--- config.mk ---
export PLATFORM = sky130hd
export DESIGN_NAME = blkxfer_seq
export DESIGN_NICKNAME = d
export VERILOG_FILES = /design/src/rtl/blkxfer_pkg.sv /design/src/rtl/blkxfer_ptr.sv /design/src/rtl/blkxfer_dp.sv /design/src/rtl/blkxfer_ctrl.sv /design/src/rtl/blkxfer_seq.sv
export SDC_FILE = /design/constraint.sdc
export NUM_CORES = 1
export LEC_CHECK = 0
export BUFFER_PORTS_ARGS = -buffer_cell sky130_fd_sc_hd__buf_2
export CAP_MARGIN = 10
export CORE_MARGIN = 10
export CORE_UTILIZATION = 39
export CTS_CLUSTER_DIAMETER = 200
export CTS_CLUSTER_SIZE = 8
export DETAILED_ROUTE_END_ITERATION = 6
export GPL_TIMING_DRIVEN = 0
export PLACE_DENSITY = 0.67
export SYNTH_ARGS = -nofsm -noshare
export SYNTH_HDL_FRONTEND = slang
export SYNTH_SLANG_ARGS = --single-unit
--- constraint.sdc ---
create_clock -name clk -period 5.7 [get_ports clk]
set_clock_uncertainty 0.15 [all_clocks]
set_input_delay 1.14 -clock clk [delete_from_list [all_inputs] [get_ports clk]]
set_output_delay 1.14 -clock clk [all_outputs]
set_load 0.02 [all_outputs]
--- src/rtl/blkxfer_pkg.sv ---
package blkxfer_pkg;

  typedef enum logic [1:0] {
    PTR_FIXED = 2'b00,
    PTR_INC   = 2'b01,
    PTR_DEC   = 2'b10,
    PTR_HOLD  = 2'b11
  } ptrMode_e;

  typedef enum logic [1:0] {
    ST_OFF  = 2'b00,
    ST_WAIT = 2'b01,
    ST_RUN  = 2'b10
  } seqState_e;

  // strobes from control to datapath
  typedef struct packed {
    logic load;      // latch configuration
    logic step;      // one element completed
    logic blockEnd;  // that element closed the block
  } dpCtrl_t;

endpackage

--- src/rtl/blkxfer_ptr.sv ---
module blkxfer_ptr
  import blkxfer_pkg::*;
#(
  parameter int ADDR_W = 24
) (
  input  logic              clk,
  input  logic              rst,
  input  logic              load,
  input  logic              step,
  input  logic              restore,
  input  logic [ADDR_W-1:0] startAddr,
  input  logic [1:0]        mode,
  input  logic              wordSize,
  output logic [ADDR_W-1:0] addr
);

  logic [ADDR_W-1:0] baseQ;
  ptrMode_e          modeQ;
  logic              wordQ;
  logic [ADDR_W-1:0] stepAmt;
  logic [ADDR_W-1:0] addrNext;

  assign stepAmt = wordQ ? ADDR_W'(2) : ADDR_W'(1);

  always_comb begin
    unique case (modeQ)
      PTR_INC: addrNext = addr + stepAmt;
      PTR_DEC: addrNext = addr - stepAmt;
      default: addrNext = addr;
    endcase
  end

  always_ff @(posedge clk) begin
    if (rst) begin
      addr  <= '0;
      baseQ <= '0;
      modeQ <= PTR_FIXED;
      wordQ <= 1'b0;
    end else if (load) begin
      addr  <= startAddr;
      baseQ <= startAddr;
      modeQ <= ptrMode_e'(mode);
      wordQ <= wordSize;
    end else if (step) begin
      addr  <= restore ? baseQ : addrNext;
    end
  end

  AST_AREA_RESTORE: assert property (@(posedge clk) disable iff (rst)
    (restore && step && !load) |=> (addr == baseQ)) else $error("block area not restored");

  AST_FIXED_HOLD: assert property (@(posedge clk) disable iff (rst)
    (step && !restore && !load && (modeQ == PTR_FIXED || modeQ == PTR_HOLD)) |=> $stable(addr))
    else $error("fixed pointer moved");

  AST_IDLE_STILL: assert property (@(posedge clk) disable iff (rst)
    (!step && !load) |=> $stable(addr)) else $error("pointer moved without element");

endmodule

--- src/rtl/blkxfer_dp.sv ---
module blkxfer_dp
  import blkxfer_pkg::*;
#(
  parameter int ADDR_W = 24,
  parameter int SIZE_W = 8,
  parameter int CNT_W  = 16
) (
  input  logic              clk,
  input  logic              rst,
  input  dpCtrl_t           ctl,
  input  logic [ADDR_W-1:0] srcStart,
  input  logic [ADDR_W-1:0] dstStart,
  input  logic [1:0]        srcMode,
  input  logic [1:0]        dstMode,
  input  logic              wordSize,
  input  logic              blockOnDst,
  input  logic [SIZE_W-1:0] blkSizeCfg,
  input  logic [CNT_W-1:0]  blkCountCfg,
  output logic [ADDR_W-1:0] srcAddr,
  output logic [ADDR_W-1:0] dstAddr,
  output logic              lastElem,
  output logic              lastBlock
);

  localparam int NUM_PTR = 2;

  logic [SIZE_W-1:0] holdSize;
  logic [SIZE_W-1:0] sizeCnt;
  logic [CNT_W-1:0]  blkCnt;
  logic              onDstQ;

  logic [NUM_PTR-1:0][ADDR_W-1:0] startArr;
  logic [NUM_PTR-1:0][1:0]        modeArr;
  logic [NUM_PTR-1:0][ADDR_W-1:0] addrArr;
  logic [NUM_PTR-1:0]             isArea;

  assign startArr = {dstStart, srcStart};
  assign modeArr  = {dstMode, srcMode};
  assign isArea   = {onDstQ, !onDstQ};
  assign srcAddr  = addrArr[0];
  assign dstAddr  = addrArr[1];

  for (genvar g = 0; g < NUM_PTR; g++) begin : g_ptr
    blkxfer_ptr #(.ADDR_W(ADDR_W)) u_ptr (
      .clk       (clk),
      .rst       (rst),
      .load      (ctl.load),
      .step      (ctl.step),
      .restore   (ctl.blockEnd && isArea[g]),
      .startAddr (startArr[g]),
      .mode      (modeArr[g]),
      .wordSize  (wordSize),
      .addr      (addrArr[g])
    );
  end

  assign lastElem  = (sizeCnt == SIZE_W'(1));
  assign lastBlock = (blkCnt == CNT_W'(1));

  always_ff @(posedge clk) begin
    if (rst) begin
      holdSize <= '0;
      sizeCnt  <= '0;
      blkCnt   <= '0;
      onDstQ   <= 1'b0;
    end else if (ctl.load) begin
      holdSize <= blkSizeCfg;
      sizeCnt  <= blkSizeCfg;
      blkCnt   <= blkCountCfg;
      onDstQ   <= blockOnDst;
    end else if (ctl.step) begin
      if (ctl.blockEnd) begin
        sizeCnt <= holdSize;
        blkCnt  <= blkCnt - CNT_W'(1);
      end else begin
        sizeCnt <= sizeCnt - SIZE_W'(1);
      end
    end
  end

  AST_HOLD_FIXED: assert property (@(posedge clk) disable iff (rst)
    !ctl.load |=> $stable(holdSize)) else $error("held size changed");

  AST_SIZE_RELOAD: assert property (@(posedge clk) disable iff (rst)
    (ctl.step && ctl.blockEnd && !ctl.load) |=> (sizeCnt == holdSize)) else $error("size not reloaded");

  AST_BLK_STABLE: assert property (@(posedge clk) disable iff (rst)
    (!ctl.blockEnd && !ctl.load) |=> $stable(blkCnt)) else $error("block count moved mid-block");

endmodule

--- src/rtl/blkxfer_ctrl.sv ---
module blkxfer_ctrl
  import blkxfer_pkg::*;
(
  input  logic    clk,
  input  logic    rst,
  input  logic    arm,
  input  logic    reqPulse,
  input  logic    busAck,
  input  logic    lastElem,
  input  logic    lastBlock,
  output dpCtrl_t ctl,
  output logic    xferStb,
  output logic    blockDone,
  output logic    allDone
);

  seqState_e state;
  logic      pending;

  assign xferStb      = (state == ST_RUN);
  assign ctl.load     = arm;
  assign ctl.step     = xferStb && busAck && !arm;
  assign ctl.blockEnd = ctl.step && lastElem;

  always_ff @(posedge clk) begin
    if (rst) begin
      state     <= ST_OFF;
      pending   <= 1'b0;
      blockDone <= 1'b0;
      allDone   <= 1'b0;
    end else begin
      blockDone <= 1'b0;
      if (arm) begin
        state   <= ST_WAIT;
        pending <= 1'b0;
        allDone <= 1'b0;
      end else begin
        unique case (state)
          ST_WAIT: begin
            if (reqPulse || pending) begin
              state   <= ST_RUN;
              pending <= 1'b0;
            end
          end
          ST_RUN: begin
            if (reqPulse) pending <= 1'b1;
            if (ctl.blockEnd) begin
              blockDone <= 1'b1;
              if (lastBlock) begin
                allDone <= 1'b1;
                state   <= ST_OFF;
              end else begin
                state <= ST_WAIT;
              end
            end
          end
          default: ;
        endcase
      end
    end
  end

  AST_DONE_PULSE: assert property (@(posedge clk) disable iff (rst)
    blockDone |=> !blockDone) else $error("block pulse too long");

  AST_DONE_QUIET: assert property (@(posedge clk) disable iff (rst)
    allDone |-> !xferStb) else $error("strobe after job end");

  AST_ALL_WITH_BLOCK: assert property (@(posedge clk) disable iff (rst)
    $rose(allDone) |-> blockDone) else $error("job end without block end");

  AST_PEND_ONE: assert property (@(posedge clk) disable iff (rst)
    (state == ST_WAIT && pending && !arm) |=> xferStb) else $error("pending request lost");

endmodule

--- src/rtl/blkxfer_seq.sv ---
module blkxfer_seq
  import blkxfer_pkg::*;
#(
  parameter int ADDR_W = 24,
  parameter int SIZE_W = 8,
  parameter int CNT_W  = 16
) (
  input  logic              clk,
  input  logic              rst,
  input  logic              arm,
  input  logic              reqPulse,
  input  logic              busAck,
  input  logic [ADDR_W-1:0] srcStart,
  input  logic [ADDR_W-1:0] dstStart,
  input  logic [1:0]        srcMode,
  input  logic [1:0]        dstMode,
  input  logic              wordSize,
  input  logic              blockOnDst,
  input  logic [SIZE_W-1:0] blkSizeCfg,
  input  logic [CNT_W-1:0]  blkCountCfg,
  output logic [ADDR_W-1:0] srcAddr,
  output logic [ADDR_W-1:0] dstAddr,
  output logic              xferStb,
  output logic              blockDone,
  output logic              allDone
);

  dpCtrl_t ctl;
  logic    lastElem;
  logic    lastBlock;

  blkxfer_ctrl u_ctrl (
    .clk       (clk),
    .rst       (rst),
    .arm       (arm),
    .reqPulse  (reqPulse),
    .busAck    (busAck),
    .lastElem  (lastElem),
    .lastBlock (lastBlock),
    .ctl       (ctl),
    .xferStb   (xferStb),
    .blockDone (blockDone),
    .allDone   (allDone)
  );

  blkxfer_dp #(
    .ADDR_W (ADDR_W),
    .SIZE_W (SIZE_W),
    .CNT_W  (CNT_W)
  ) u_dp (
    .clk         (clk),
    .rst         (rst),
    .ctl         (ctl),
    .srcStart    (srcStart),
    .dstStart    (dstStart),
    .srcMode     (srcMode),
    .dstMode     (dstMode),
    .wordSize    (wordSize),
    .blockOnDst  (blockOnDst),
    .blkSizeCfg  (blkSizeCfg),
    .blkCountCfg (blkCountCfg),
    .srcAddr     (srcAddr),
    .dstAddr     (dstAddr),
    .lastElem    (lastElem),
    .lastBlock   (lastBlock)
  );

endmodule

==> reports/qor.csv <==
metric;value;unit
outcome;finished clean;
hold_buffers;0;
fin_nets;1519;
fin_area;0.0114;sq mm
r2r_start;u_dp.g_ptr[1].u_ptr.modeQ[0];
synth-edff-count;0;
max_cap_violations;0;
cp_max_fo;10;
netSwitchingPower;1.01;mW
clkSinkCount;139;
startpoint_type;flip-flop;
port_buffers;131;
netlist_area;0.00978;sq mm
cts_tree;built;
synth.net_count;1369;
postCtsSetupRepairBufs;0;
r2r_setup_slack;1170;ps
p_int;1.86;mW
drc;0;
areaGrowthSynthToFinish;16.5;%
avgSynthCellArea;7.70;sq um
drive_gt1_frac;0.181;
slew-limit-headroom;0.451;
final_cell_mix;buf_2 (163), nor2_1 (155), nand2_1 (140), dfxtp_1 (139), a21oi_1 (100);
gp_congestion;0.956;
die_w;178;um
nFillCells;2467;
swShare;0.350;
grt_use_met3;0.0457;
cp.buffers_inverters;4;
r2r-end;u_dp.g_ptr[1].u_ptr.addr[17];
start_util;0.400;
wl_per_cell;20.8;um
clk-insertion-delay-late;440;ps
ys_types;103;
hpwl;27.3;mm
n_antenna_cell;0;
hp-start;u_dp.g_ptr[1].u_ptr.baseQ[20];
rows;57;
slew_violations;0;
busiest_layer;met2;
powerDensity;252;mW/mm^2
dpl-instance-area;0.0108;sq mm
vias_per_cell;5.96;
vdd_drop_max;0.130;mV
pwr-share-comb;0.243;
cp_slowest_cell;o311ai_2;
grt_usage;0.223;
first_global_vias;9746;
p_leak;4.72;nW
hold_viol;0;
layout_commonest_cell;buf_2;
min_period;4530;ps
cp.required;5890;ps
crit_chain;inv_1, ha_1, buf_2, buf_2, buf_1, nor2b_1, ha_1, nor2b_1, nor2_1, o41ai_1, a221oi_2, o311ai_2, mux2i_1, nor3_1, o32ai_1;
end_kind;flip-flop;
crit_family;compound AO/OA/AOI/OAI gates;
wl;36.5;mm
grt_pass1_wl;55.9;mm
coreArea;0.0245;sq mm
fin_util;0.466;
drt_iter0_drc;1304;
ys.flop_type;dfxtp_1;
critical_path_class;flip-flop to flip-flop;
vias;10500;
period_share;0.795;
p_seq_frac;0.381;
synth-seq-cells;139;
cts_buffer_depth;2;
hold_path_class;flip-flop to flip-flop;
synthArstFlopShare;0;
ant_nets;0;
grtUsageMet2;0.348;
dieArea;0.0318;sq mm
yosysSeqAreaShare;0.285;
r2r_cells;15;
cts_resized;0;
gr-total-overflow;0;
cts_buffers;17;
clockPowerShare;0.376;
yosysWarnings;0;
clk_transition_reported_paths;70;ps
cts_root_buffer;clkbuf_16;
worstMarginPinSlew;823;ps
hold_depth;2;
finalSetupViolations;0;
grt_max_degree;17;
fp.dieH;178;um
num_io_pins;134;
critPathArrivalTime;4720;ps
finalSetupTns;0;ps
dr.pass1.iters;6;
use_met1;0.296;
rsz0062_at_grt;no;
fmax;0.221;GHz
antenna_found_initial;1;
h-tree-depth;4;
slowest_delay;570;ps
synth_cells;1270;
hold_end;u_dp.g_ptr[1].u_ptr.baseQ[20];
## worst register-to-register path, stage by stage (launching register included)
cell	delay [ps]
dfxtp_1	340
inv_1	90
ha_1	290
buf_2	270
buf_2	280
buf_1	530
nor2b_1	340
ha_1	160
nor2b_1	260
nor2_1	100
o41ai_1	320
a221oi_2	160
o311ai_2	570
mux2i_1	250
nor3_1	70
o32ai_1	270
## area by class of cell
cell class	instances	area [sq um]	share of cell area
multi-input cells	992	6370	0.559
flip-flops and latches	139	2780	0.244
inverters	31	116	0.0102
clock inverters	15	129	0.0113
repair buffers	131	656	0.0576
well taps	324	405	0.0356
plain buffers	108	505	0.0444
clock buffers	17	425	0.0373
## kinds of logic after synthesis
logic type               synth area share
AND/OR/NAND/NOR                     0.252
flip-flops                          0.285
adder cells (fa/ha/maj)            0.0220
buffers and inverters              0.0636
AO/OA/AOI/OAI                       0.246
multiplexers                       0.0667
XOR/XNOR                           0.0644
## sequential cells by signal, indices dropped and copies added (netlist names)
signal and count:
u_dp.g_ptr.u_ptr.wordQ 1, u_dp.holdSize 8, u_ctrl.pending 1, u_dp.g_ptr.u_ptr.addr 48
u_ctrl.state 2, u_dp.g_ptr.u_ptr.modeQ 4, u_dp.blkCnt 16, u_dp.sizeCnt 8
u_dp.onDstQ 1, u_ctrl.blockDone 1, u_ctrl.allDone 1, u_dp.g_ptr.u_ptr.baseQ 48
## cell usage after synthesis (all sizes together), types with 6 or more instances
master | number | share of area
o31a | 6 | 0.0054
buf | 51 | 0.030
nor3 | 45 | 0.026
nor4 | 23 | 0.019
dfxtp | 139 | 0.28
xnor2 | 44 | 0.040
clkbuf | 57 | 0.022
xor2 | 27 | 0.024
and3 | 9 | 0.0058
o41ai | 8 | 0.0095
a22oi | 17 | 0.014
a211oi | 19 | 0.016
a31oi | 13 | 0.0083
o211ai | 11 | 0.0095
nand2 | 141 | 0.054
and3b | 6 | 0.0058
ha | 14 | 0.018
inv | 29 | 0.011
mux2i | 64 | 0.066
a221oi | 6 | 0.0067
nand4 | 12 | 0.0092
a21oi | 103 | 0.054
o21ai | 79 | 0.042
nand2b | 8 | 0.0059
a32oi | 8 | 0.0072
nor2b | 13 | 0.0083
or3 | 11 | 0.0076
a22o | 7 | 0.0063
o21a | 11 | 0.0084
o22ai | 12 | 0.010
nor2 | 155 | 0.060
and4b | 7 | 0.0076
nand3 | 28 | 0.015
o221ai | 12 | 0.011
## per-layer routing
metal / wire length [um] / up-vias / part of all wire
met4: 1120 / 2 / 0.031
met2: 16400 / 530 / 0.45
met3: 3180 / 87 / 0.087
li1: - / 4896 / -
met5: 20 / - / 0.00055
met1: 15800 / 4963 / 0.43
## per-stage QoR
step                      worst slack, ps  cells  hold WS (ps)  power [mW]
final                                1170   1757           315        2.87
after global routing                  870   1757           339        2.98
after global placement               1380   1725           294        1.79
after floorplan                      2280   1270           286        1.58
after detailed placement             1320   1725           304        1.79
after CTS                            1290   1757           314        2.85
## power groups by stage
stage,combinational [mW],sequential [mW],clock (mW)
2_1_floorplan,0.447,1.13,0
3_3_place_gp,0.675,1.11,0
3_5_place_dp,0.680,1.11,0
4_1_cts,0.684,1.09,1.08
5_1_grt,0.760,1.10,1.12
6_report,0.697,1.09,1.08
## worst max path at each step
stage / start / end / slack (ps) / cells past startpoint
floorplan: u_dp.g_ptr[1].u_ptr.modeQ[0] / u_dp.g_ptr[1].u_ptr.addr[17] / 2280 / 15
global placement: u_dp.g_ptr[1].u_ptr.modeQ[0] / u_dp.g_ptr[1].u_ptr.addr[23] / 1380 / 15
detailed placement: u_dp.g_ptr[1].u_ptr.modeQ[0] / u_dp.g_ptr[1].u_ptr.addr[17] / 1320 / 15
CTS: u_dp.g_ptr[1].u_ptr.modeQ[0] / u_dp.g_ptr[1].u_ptr.addr[17] / 1290 / 15
global route: u_dp.g_ptr[1].u_ptr.modeQ[0] / u_dp.g_ptr[1].u_ptr.addr[21] / 870 / 15
finish: u_dp.g_ptr[1].u_ptr.modeQ[0] / u_dp.g_ptr[1].u_ptr.addr[17] / 1170 / 15
No activity file was read; power rests on OpenSTA's default activity.
